==> src/rtl/pin_port_pkg.sv <==
package pin_port_pkg;

    // Register selected by byte-offset bits 3:2 of the port window
    typedef enum logic [1:0] {
        REG_DATA = 2'd0,
        REG_SET  = 2'd1,
        REG_CLR  = 2'd2,
        REG_PULL = 2'd3
    } reg_sel_e;

    // Byte lane positions inside the 32-bit data word
    localparam int LANE_W    = 8;
    localparam int LANE_DIR  = 24;
    localparam int LANE_OUT  = 16;
    localparam int LANE_SNAP = 8;
    localparam int LANE_LIVE = 0;

endpackage

==> src/rtl/pin_sync.sv <==
module pin_sync #(
    parameter int W      = 8,
    parameter int STAGES = 2
) (
    input  logic         clk,
    input  logic         rst_n,
    input  logic [W-1:0] async_in,
    output logic [W-1:0] sync_out
);
    logic [STAGES-1:0][W-1:0] stage_d, stage_q;

    always_comb begin
        stage_d[0] = async_in;
        for (int i = 1; i < STAGES; i++) begin
            stage_d[i] = stage_q[i-1];
        end
    end

    always_ff @(posedge clk or negedge rst_n) begin
        if (!rst_n) stage_q <= '0;
        else        stage_q <= stage_d;
    end

    assign sync_out = stage_q[STAGES-1];
endmodule

==> src/rtl/port_regs.sv <==
module port_regs
    import pin_port_pkg::*;
#(
    parameter int PINS   = 8,
    parameter int SETTLE = 2
) (
    input  logic            clk,
    input  logic            rst_n,
    input  logic            wr_en,
    input  reg_sel_e        sel,
    input  logic [31:0]     wdata,
    input  logic [PINS-1:0] sync_in,
    output logic [PINS-1:0] dir,
    output logic [PINS-1:0] dout,
    output logic [PINS-1:0] pull,
    output logic [PINS-1:0] snap
);
    localparam int CNT_W = $clog2(SETTLE + 1);

    typedef struct packed {
        logic [PINS-1:0]  dir;
        logic [PINS-1:0]  dout;
        logic [PINS-1:0]  pull;
        logic [PINS-1:0]  snap;
        logic [CNT_W-1:0] cnt;
        logic             done;
    } state_t;

    state_t st_d, st_q;

    always_comb begin
        st_d = st_q;
        if (wr_en) begin
            unique case (sel)
                REG_DATA: begin
                    st_d.dir  = wdata[LANE_DIR +: PINS];
                    st_d.dout = wdata[LANE_OUT +: PINS];
                end
                REG_SET:  st_d.dout = st_q.dout | wdata[LANE_OUT +: PINS];
                REG_CLR:  st_d.dout = st_q.dout & ~wdata[LANE_OUT +: PINS];
                REG_PULL: st_d.pull = wdata[PINS-1:0];
                default:  ;
            endcase
        end
        // Let the synchronizer fill, then latch the pins once
        if (!st_q.done) begin
            if (st_q.cnt == CNT_W'(SETTLE)) begin
                st_d.snap = sync_in;
                st_d.done = 1'b1;
            end else begin
                st_d.cnt = st_q.cnt + 1'b1;
            end
        end
    end

    always_ff @(posedge clk or negedge rst_n) begin
        if (!rst_n) st_q <= '0;
        else        st_q <= st_d;
    end

    assign dir  = st_q.dir;
    assign dout = st_q.dout;
    assign pull = st_q.pull;
    assign snap = st_q.snap;
endmodule

==> src/rtl/port_rdmux.sv <==
module port_rdmux
    import pin_port_pkg::*;
#(
    parameter int PINS = 8
) (
    input  logic            rd_en,
    input  reg_sel_e        sel,
    input  logic [PINS-1:0] dir,
    input  logic [PINS-1:0] dout,
    input  logic [PINS-1:0] snap,
    input  logic [PINS-1:0] live,
    input  logic [PINS-1:0] pull_eff,
    output logic [31:0]     rdata
);
    always_comb begin
        rdata = '0;
        if (rd_en) begin
            unique case (sel)
                REG_DATA: begin
                    rdata[LANE_DIR  +: PINS] = dir;
                    rdata[LANE_OUT  +: PINS] = dout;
                    rdata[LANE_SNAP +: PINS] = snap;
                    rdata[LANE_LIVE +: PINS] = live;
                end
                REG_PULL: rdata[PINS-1:0] = pull_eff;
                default:  rdata = '0;
            endcase
        end
    end
endmodule

==> src/rtl/pin_port_ctrl.sv <==
module pin_port_ctrl
    import pin_port_pkg::*;
#(
    parameter int PINS        = 8,
    parameter int ADDR_W      = 4,
    parameter int SYNC_STAGES = 2,
    parameter int FIXED_PIN   = 2
) (
    input  logic              clk,
    input  logic              rst_n,
    input  logic              bus_sel,
    input  logic              bus_wr,
    input  logic [ADDR_W-1:0] bus_addr,
    input  logic [31:0]       bus_wdata,
    output logic [31:0]       bus_rdata,
    input  logic [PINS-1:0]   pad_in,
    output logic [PINS-1:0]   pad_oe,
    output logic [PINS-1:0]   pad_out,
    output logic [PINS-1:0]   pad_pullup
);
    localparam logic [PINS-1:0] FORCED_MASK =
        (FIXED_PIN >= 0 && FIXED_PIN < PINS) ? (PINS'(1) << FIXED_PIN) : '0;

    reg_sel_e        sel;
    logic            wr_en;
    logic [PINS-1:0] live, dir, dout, pull, snap, pull_eff;

    assign sel   = reg_sel_e'(bus_addr[3:2]);
    assign wr_en = bus_sel && bus_wr;

    pin_sync #(.W(PINS), .STAGES(SYNC_STAGES)) u_sync (
        .clk      (clk),
        .rst_n    (rst_n),
        .async_in (pad_in),
        .sync_out (live)
    );

    port_regs #(.PINS(PINS), .SETTLE(SYNC_STAGES)) u_regs (
        .clk     (clk),
        .rst_n   (rst_n),
        .wr_en   (wr_en),
        .sel     (sel),
        .wdata   (bus_wdata),
        .sync_in (live),
        .dir     (dir),
        .dout    (dout),
        .pull    (pull),
        .snap    (snap)
    );

    assign pull_eff = pull | FORCED_MASK;

    port_rdmux #(.PINS(PINS)) u_rdmux (
        .rd_en    (bus_sel && !bus_wr),
        .sel      (sel),
        .dir      (dir),
        .dout     (dout),
        .snap     (snap),
        .live     (live),
        .pull_eff (pull_eff),
        .rdata    (bus_rdata)
    );

    assign pad_oe     = dir;
    assign pad_out    = dout;
    assign pad_pullup = pull_eff;
endmodule

==> config.mk <==
export PLATFORM = sky130hd
export DESIGN_NAME = pin_port_ctrl
export DESIGN_NICKNAME = d
export VERILOG_FILES = /design/src/rtl/pin_port_pkg.sv /design/src/rtl/pin_sync.sv /design/src/rtl/port_regs.sv /design/src/rtl/port_rdmux.sv /design/src/rtl/pin_port_ctrl.sv
export SDC_FILE = /design/constraint.sdc
export NUM_CORES = 1
export LEC_CHECK = 0
export CAP_MARGIN = 10
export CORE_UTILIZATION = 65
export CTS_CLUSTER_DIAMETER = 50
export DETAILED_ROUTE_END_ITERATION = 8
export DONT_BUFFER_PORTS = 1
export GPL_ROUTABILITY_DRIVEN = 1
export PLACE_DENSITY = 0.85
export SLEW_MARGIN = 20
export SYNTH_ARGS = -nofsm -noshare
export SYNTH_HDL_FRONTEND = slang
export SYNTH_SLANG_ARGS = --single-unit
==> constraint.sdc <==
create_clock -name clk -period 4.9 [get_ports clk]
set_input_delay 1.47 -clock clk [delete_from_list [all_inputs] [get_ports clk]]
set_output_delay 1.47 -clock clk [all_outputs]
set_load 0.05 [all_outputs]
# Word-level counts from Yosys, hierarchy flattened
# Cells that the tools add are included.
[classes]
addsub = 1
eq_ne = 4
n_mux = 6
bitwise = 5
reduce_logical = 10
[ops]
columns = ["op", "count"]
rows = [
  ["$mux 32", 1],
  ["$mux 24", 1],
  ["$pmux 8 s3", 1],
  ["$pmux 8 s2", 1],
  ["$reduce_and 2->1", 5],
  ["$and 8x8->8", 1],
  ["$not 8->8", 1],
  ["$or 8x8->8", 1],
  ["$eq 2x2->1 const B", 3],
  ["$reduce_bool 3->1", 1],
  ["$add 2x1->2 const B", 1],
  ["$eq 2x1->1 const B", 1],
  ["$logic_and 1x1->1", 2],
  ["$logic_not 2->1", 1],
  ["$mux 1", 2],
  ["$not 1->1", 2],
  ["$logic_not 1->1", 1],
]
[word_totals]
reg_bits = 51
in_bits = 48

# Logic depth before layout (Yosys ltp)
# Gate-level depths: netlist of the first run.
[depth]
ltp_word = 3
depth_mapped = 7
ltp_nobuf = 5

# Cells and area by module
# A second synthesis of the first run with hierarchy kept.
[unflattened]
cells_unflattened = 220
hier_area_um2 = 2524.9
[by_module_without_submodules]
columns = ["mod", "instances", "cells_each", "area_per_inst_um2", "seq_area_each_um2"]
rows = [
  ["port_regs", 1, 148, 1780.5, 875.8],
  ["pin_sync", 1, 16, 400.4, 400.4],
  ["port_rdmux", 1, 52, 316.6, 0.0],
  ["pin_port_ctrl", 1, 4, 27.5, 0.0],
]

# Worst setup path before layout of the first run
# OpenSTA, ideal clock, no wires.
[synth_path]
path_kind = "input port to output port"
start = "in bus_addr[2]"
end = "out bus_rdata[0]"
t_arrival_ns = 3.106
required_ns = 3.430
path_slack_ns = 0.324
cell_stages = 6
path_buffers = 2
cell_sequence = "inv_1 ha_1 buf_6 or3b_1 buf_2 nor2_1"
[synth_between]
elab_chain_len = 3
elab_cells_between_ends = 4
[synth_lines]
columns = ["item", "line_no", "source"]
rows = [
  ["from (decl)", "pin_port_ctrl.sv:13", "input logic [ADDR_W-1:0] bus_addr,"],
  ["$eq 2x2->1 or $logic_not 2->1 (tied branches)", "port_rdmux.sv:18", "unique case (sel)"],
  ["$pmux 8 s2 *", "port_rdmux.sv:18", ""],
  ["$mux 32 *", "port_rdmux.sv:17", "if (rd_en) begin"],
  ["to (decl)", "pin_port_ctrl.sv:15", "output logic [31:0] bus_rdata,"],
]
# Every way passes the cells marked *; elsewhere a longest branch is shown, timed or not.

# Final worst setup path of the first run
[layout_path]
start = "in bus_addr[2]"
end = "out bus_rdata[7]"
# The elaborated chain is that of the path after synthesis.

==> impl_results.rst, run 1 <==
.. list-table::
   :header-rows: 1

   * - Metric
     - Value
   * - Relative slew slack
     - 48.21%
   * - Unrepaired setup endpoints after global routing
     - no
   * - Inserted Clock Buffers
     - 5
   * - Worst reg2reg path endpoint
     - u_regs.snap[5]
   * - Post-synthesis cell type count
     - 26
   * - Overall via count from detail_route
     - 1,452
   * - Number of DRC markers after the initial detailed-route iteration
     - 37
   * - Hold Buf Count CTS
     - 0
   * - Detailed route wirelength on metal3
     - 361 um
   * - FF-to-FF path depth
     - 4
   * - Sort of element at the start of the critical path
     - input pin
   * - Synth warn
     - 0
   * - Kind of critical path
     - in -> out
   * - Avg WL per Cell
     - 17.10 um
   * - Startpoint of the lowest-slack hold path
     - u_sync.stage_d[8]
   * - Final clock period utilization by the worst path
     - 88.99%
   * - Synthesized netlist cell count
     - 201
   * - Placer congestion estimate
     - 0.7114
   * - Final Setup Violations
     - 0
   * - Total area of multi-input combinational cells
     - 843.3 sq um
   * - Cell chosen for the clock root
     - sky130_fd_sc_hd__clkbuf_4
   * - Buffers on Ports
     - 0
   * - Cell with the largest stage delay on the worst path
     - sky130_fd_sc_hd__or3b_1
   * - Mapped Nets
     - 255
   * - Worst r2r src
     - u_regs.st_q[1]
   * - Leakage
     - 1.153 nW
   * - Capture endpoint of the worst hold path
     - u_sync.sync_out[0]
   * - Max Buffers Root-to-Sink
     - 2
   * - Final cell area excluding filler cells
     - 0.002490 sq mm
   * - Die area
     - 0.003868 sq mm
   * - Seq cells post-synth
     - 50
   * - Fraction of final layout cells sized beyond drive strength 1
     - 33.01%
   * - Largest stage delay on the critical path
     - 0.56 ns
   * - Number of global-route vias before repair
     - 1,490
   * - Sequential fraction of the synthesis area
     - 53.13%
   * - Number of stages on the worst hold path
     - 0
   * - Max IR drop VDD
     - 0.3544 mV
   * - Skew final
     - 0.008519 ns
   * - Kind of end point of the critical path
     - output port
   * - CTS-repair resized insts
     - 0
   * - Synthesized area divided by synthesized cell count
     - 11.72 sq um
   * - DR DRC count
     - 0
   * - Critical path data required time
     - 3.43 ns
   * - Clock-pin slew of the registers on the worst-case setup and hold paths
     - 0.14 ns
   * - Routed metal-1 wirelength
     - 1587 um
   * - Die boundary width
     - 62.19 um
   * - Most frequent standard cell in the layout excluding fill and tap cells
     - sky130_fd_sc_hd__dfrtp_1
   * - Crit path arrival time
     - 2.89 ns
   * - Core Rows
     - 21
   * - Total placed instance area
     - 0.002426 sq mm
   * - Hold/Removal Path Class
     - reg -> reg
   * - Latest clock arrival within the worst-skew pair
     - 0.37 ns
   * - Share of flip-flops with an asynchronous set or reset after synthesis
     - 100.0%
   * - Status
     - finished clean
   * - Final number of max-transition violations
     - 0
   * - Total length of routed wires
     - 4361 um
   * - Tightest Pin Transition
     - 0.7753 ns
   * - Commonest register cell after synthesis
     - sky130_fd_sc_hd__dfrtp_1
   * - Max-cap violations
     - 0
   * - Initial DRT Pass Iterations
     - 4
   * - Number of enable flip-flop cells after synthesis
     - 0
   * - Post-DRT Antenna Nets
     - 0
   * - Wire length of the first global-routing pass
     - 7093 um
   * - FF+latch area
     - 0.001251 sq mm
   * - Setup slack on the worst flop-to-flop path
     - 3.15 ns
   * - Cell types with the largest area share after synthesis
     - sky130_fd_sc_hd__dfrtp_1 53%, sky130_fd_sc_hd__mux2_2 11%, sky130_fd_sc_hd__buf_4 8.3%
   * - Total negative slack
     - 0 ns
   * - Final critical-path required period
     - 4.360 ns
   * - Leading cell types in the layout, fill and taps excluded
     - 50 x sky130_fd_sc_hd__dfrtp_1, 35 x sky130_fd_sc_hd__buf_4, 24 x sky130_fd_sc_hd__and2_1
   * - Highest metal layer used by the detailed router
     - met4
   * - Pin count of the biggest net entering global routing
     - 51
   * - H-tree lvl count
     - 2
   * - Number of antenna cells inserted
     - 0
   * - Achievable frequency
     - 229.3 MHz
   * - Number of clock sinks
     - 50
   * - Hold Fails Final Rpt
     - 0
   * - Cell area power density
     - 388.3 mW/mm^2
   * - Worst-path maximum fanout
     - 10
   * - Biggest area consumer among synthesized cells
     - sky130_fd_sc_hd__dfrtp_1
   * - Number of fillers in the final layout
     - 241
   * - Placeable core region
     - 0.003416 sq mm
   * - Share of the synthesized area in the top cell type
     - 53.13%
   * - Clock tree from TritonCTS
     - done
   * - Half-perimeter wire length after detailed placement
     - 3157 um
   * - Number of setup buffers added after CTS
     - 0
   * - Global router's overall resource usage
     - 23.96%
   * - Fin nets
     - 262
   * - Area delta synth->final
     - 5.739%
   * - Post-synth design cell area
     - 0.002355 sq mm
   * - Total congestion overflow
     - 0
   * - Number of vias per cell
     - 5.694
   * - Wire length on met2
     - 2310 um
   * - Number of antenna violations at the first check in global routing
     - 0
   * - Die H
     - 62.19 um
   * - Cell chain of the critical path
     - inv_1 > ha_1 > or3b_1 > nor2_1 > buf_4
   * - Number of top-level pins
     - 104
   * - Initial Util
     - 68.94%
==> worst max-delay path by stage <==
| stage | startpoint | to | cells after the start |
|---|---|---|---|
| 6_report | bus_addr[2] | bus_rdata[7] | 5 |
| 3_3_place_gp | bus_addr[2] | bus_rdata[4] | 5 |
| 3_5_place_dp | bus_addr[2] | bus_rdata[4] | 5 |
| 5_1_grt | bus_addr[2] | bus_rdata[7] | 5 |
| 4_1_cts | bus_addr[2] | bus_rdata[4] | 5 |
| 2_1_floorplan | bus_addr[2] | bus_rdata[0] | 6 |
==> critical path, delay by kind of cell <==
| kind | cells | cell delay (ns) |
|---|---|---|
| adders and majority gates | 1 | 0.42 |
| and+or+nand+nor | 2 | 0.74 |
| buffers and inverters | 2 | 0.25 |
==> routing by layer <==
layer,vias up,track usage (%)
met5,-,0
met4,0,10.17
met3,10,8.088
met2,70,42.31
met1,707,26.16
li1,665,-
==> through the flow <==
stage	total power, W	hold WS [ns]	setup WS (ns)	utilization [%]	instances
floorplan	0.0008131	0.3312	0.3236	-	201
detailed placement	0.0007811	0.3371	0.5448	71.03	247
finish	0.0009668	0.3653	0.5396	72.89	255
global route	0.001007	0.3723	0.4692	72.89	255
CTS	0.0009758	0.3684	0.5436	72.89	255
global placement	0.0007695	0.3325	0.5784	71.03	247
==> kinds of logic after synthesis <==
| family | share of synthesized area [%] |
|---|---|
| DFF | 53.13 |
| and+or+nand+nor | 12.43 |
| buffers and inverters | 11.05 |
| AOI/OAI and AO/OA | 8.236 |
| muxes | 11.42 |
| adders and majority gates | 3.188 |
| other | 0.1593 |
| xor gates and xnor gates | 0.3720 |
==> area by class of cell <==
type / count / share of cell area (%)
Tap cell: 46 / 2.312
Clock inverter: 2 / 0.5025
Timing Repair Buffer: 35 / 10.55
Multi-Input combinational cell: 113 / 33.87
Sequential cell: 50 / 50.25
Inverter: 3 / 0.4523
Clock buffer: 6 / 2.060
==> synthesized netlist by cell type, types with 3 or more instances <==
| library cell | n |
|---|---|
| sky130_fd_sc_hd__clkbuf_1 | 3 |
| sky130_fd_sc_hd__buf_4 | 26 |
| sky130_fd_sc_hd__and2_1 | 24 |
| sky130_fd_sc_hd__nor2b_1 | 8 |
| sky130_fd_sc_hd__dfrtp_1 | 50 |
| sky130_fd_sc_hd__nor2_1 | 8 |
| sky130_fd_sc_hd__a21oi_1 | 17 |
| sky130_fd_sc_hd__mux2_2 | 23 |
| sky130_fd_sc_hd__a22oi_1 | 7 |
| sky130_fd_sc_hd__buf_2 | 3 |
| sky130_fd_sc_hd__ha_1 | 6 |
| sky130_fd_sc_hd__inv_1 | 3 |
| sky130_fd_sc_hd__o22ai_1 | 7 |
==> state kept, by name, indices dropped and copies added, names as in the netlist <==
| name | count |
|---|---|
| u_regs.st_q | 3 |
| u_regs.pull | 7 |
| u_sync.sync_out | 8 |
| u_regs.dir | 8 |
| u_sync.stage_d | 8 |
| u_regs.dout | 8 |
| u_regs.snap | 8 |
==> power by group <==
group          internal [W]  total [W]  switching (W)
combinational     0.0000531   0.000115      0.0000621
clock             0.0000691   0.000195       0.000126
sequential         0.000462   0.000657       0.000195
Power figures use the tool's default switching activity.
==> run 2: changes to the inputs <==
CAP_MARGIN = 20   (was 10)
==> results of run 2 <==
The final DEF is identical to that of run 1; final timing and power are the same.
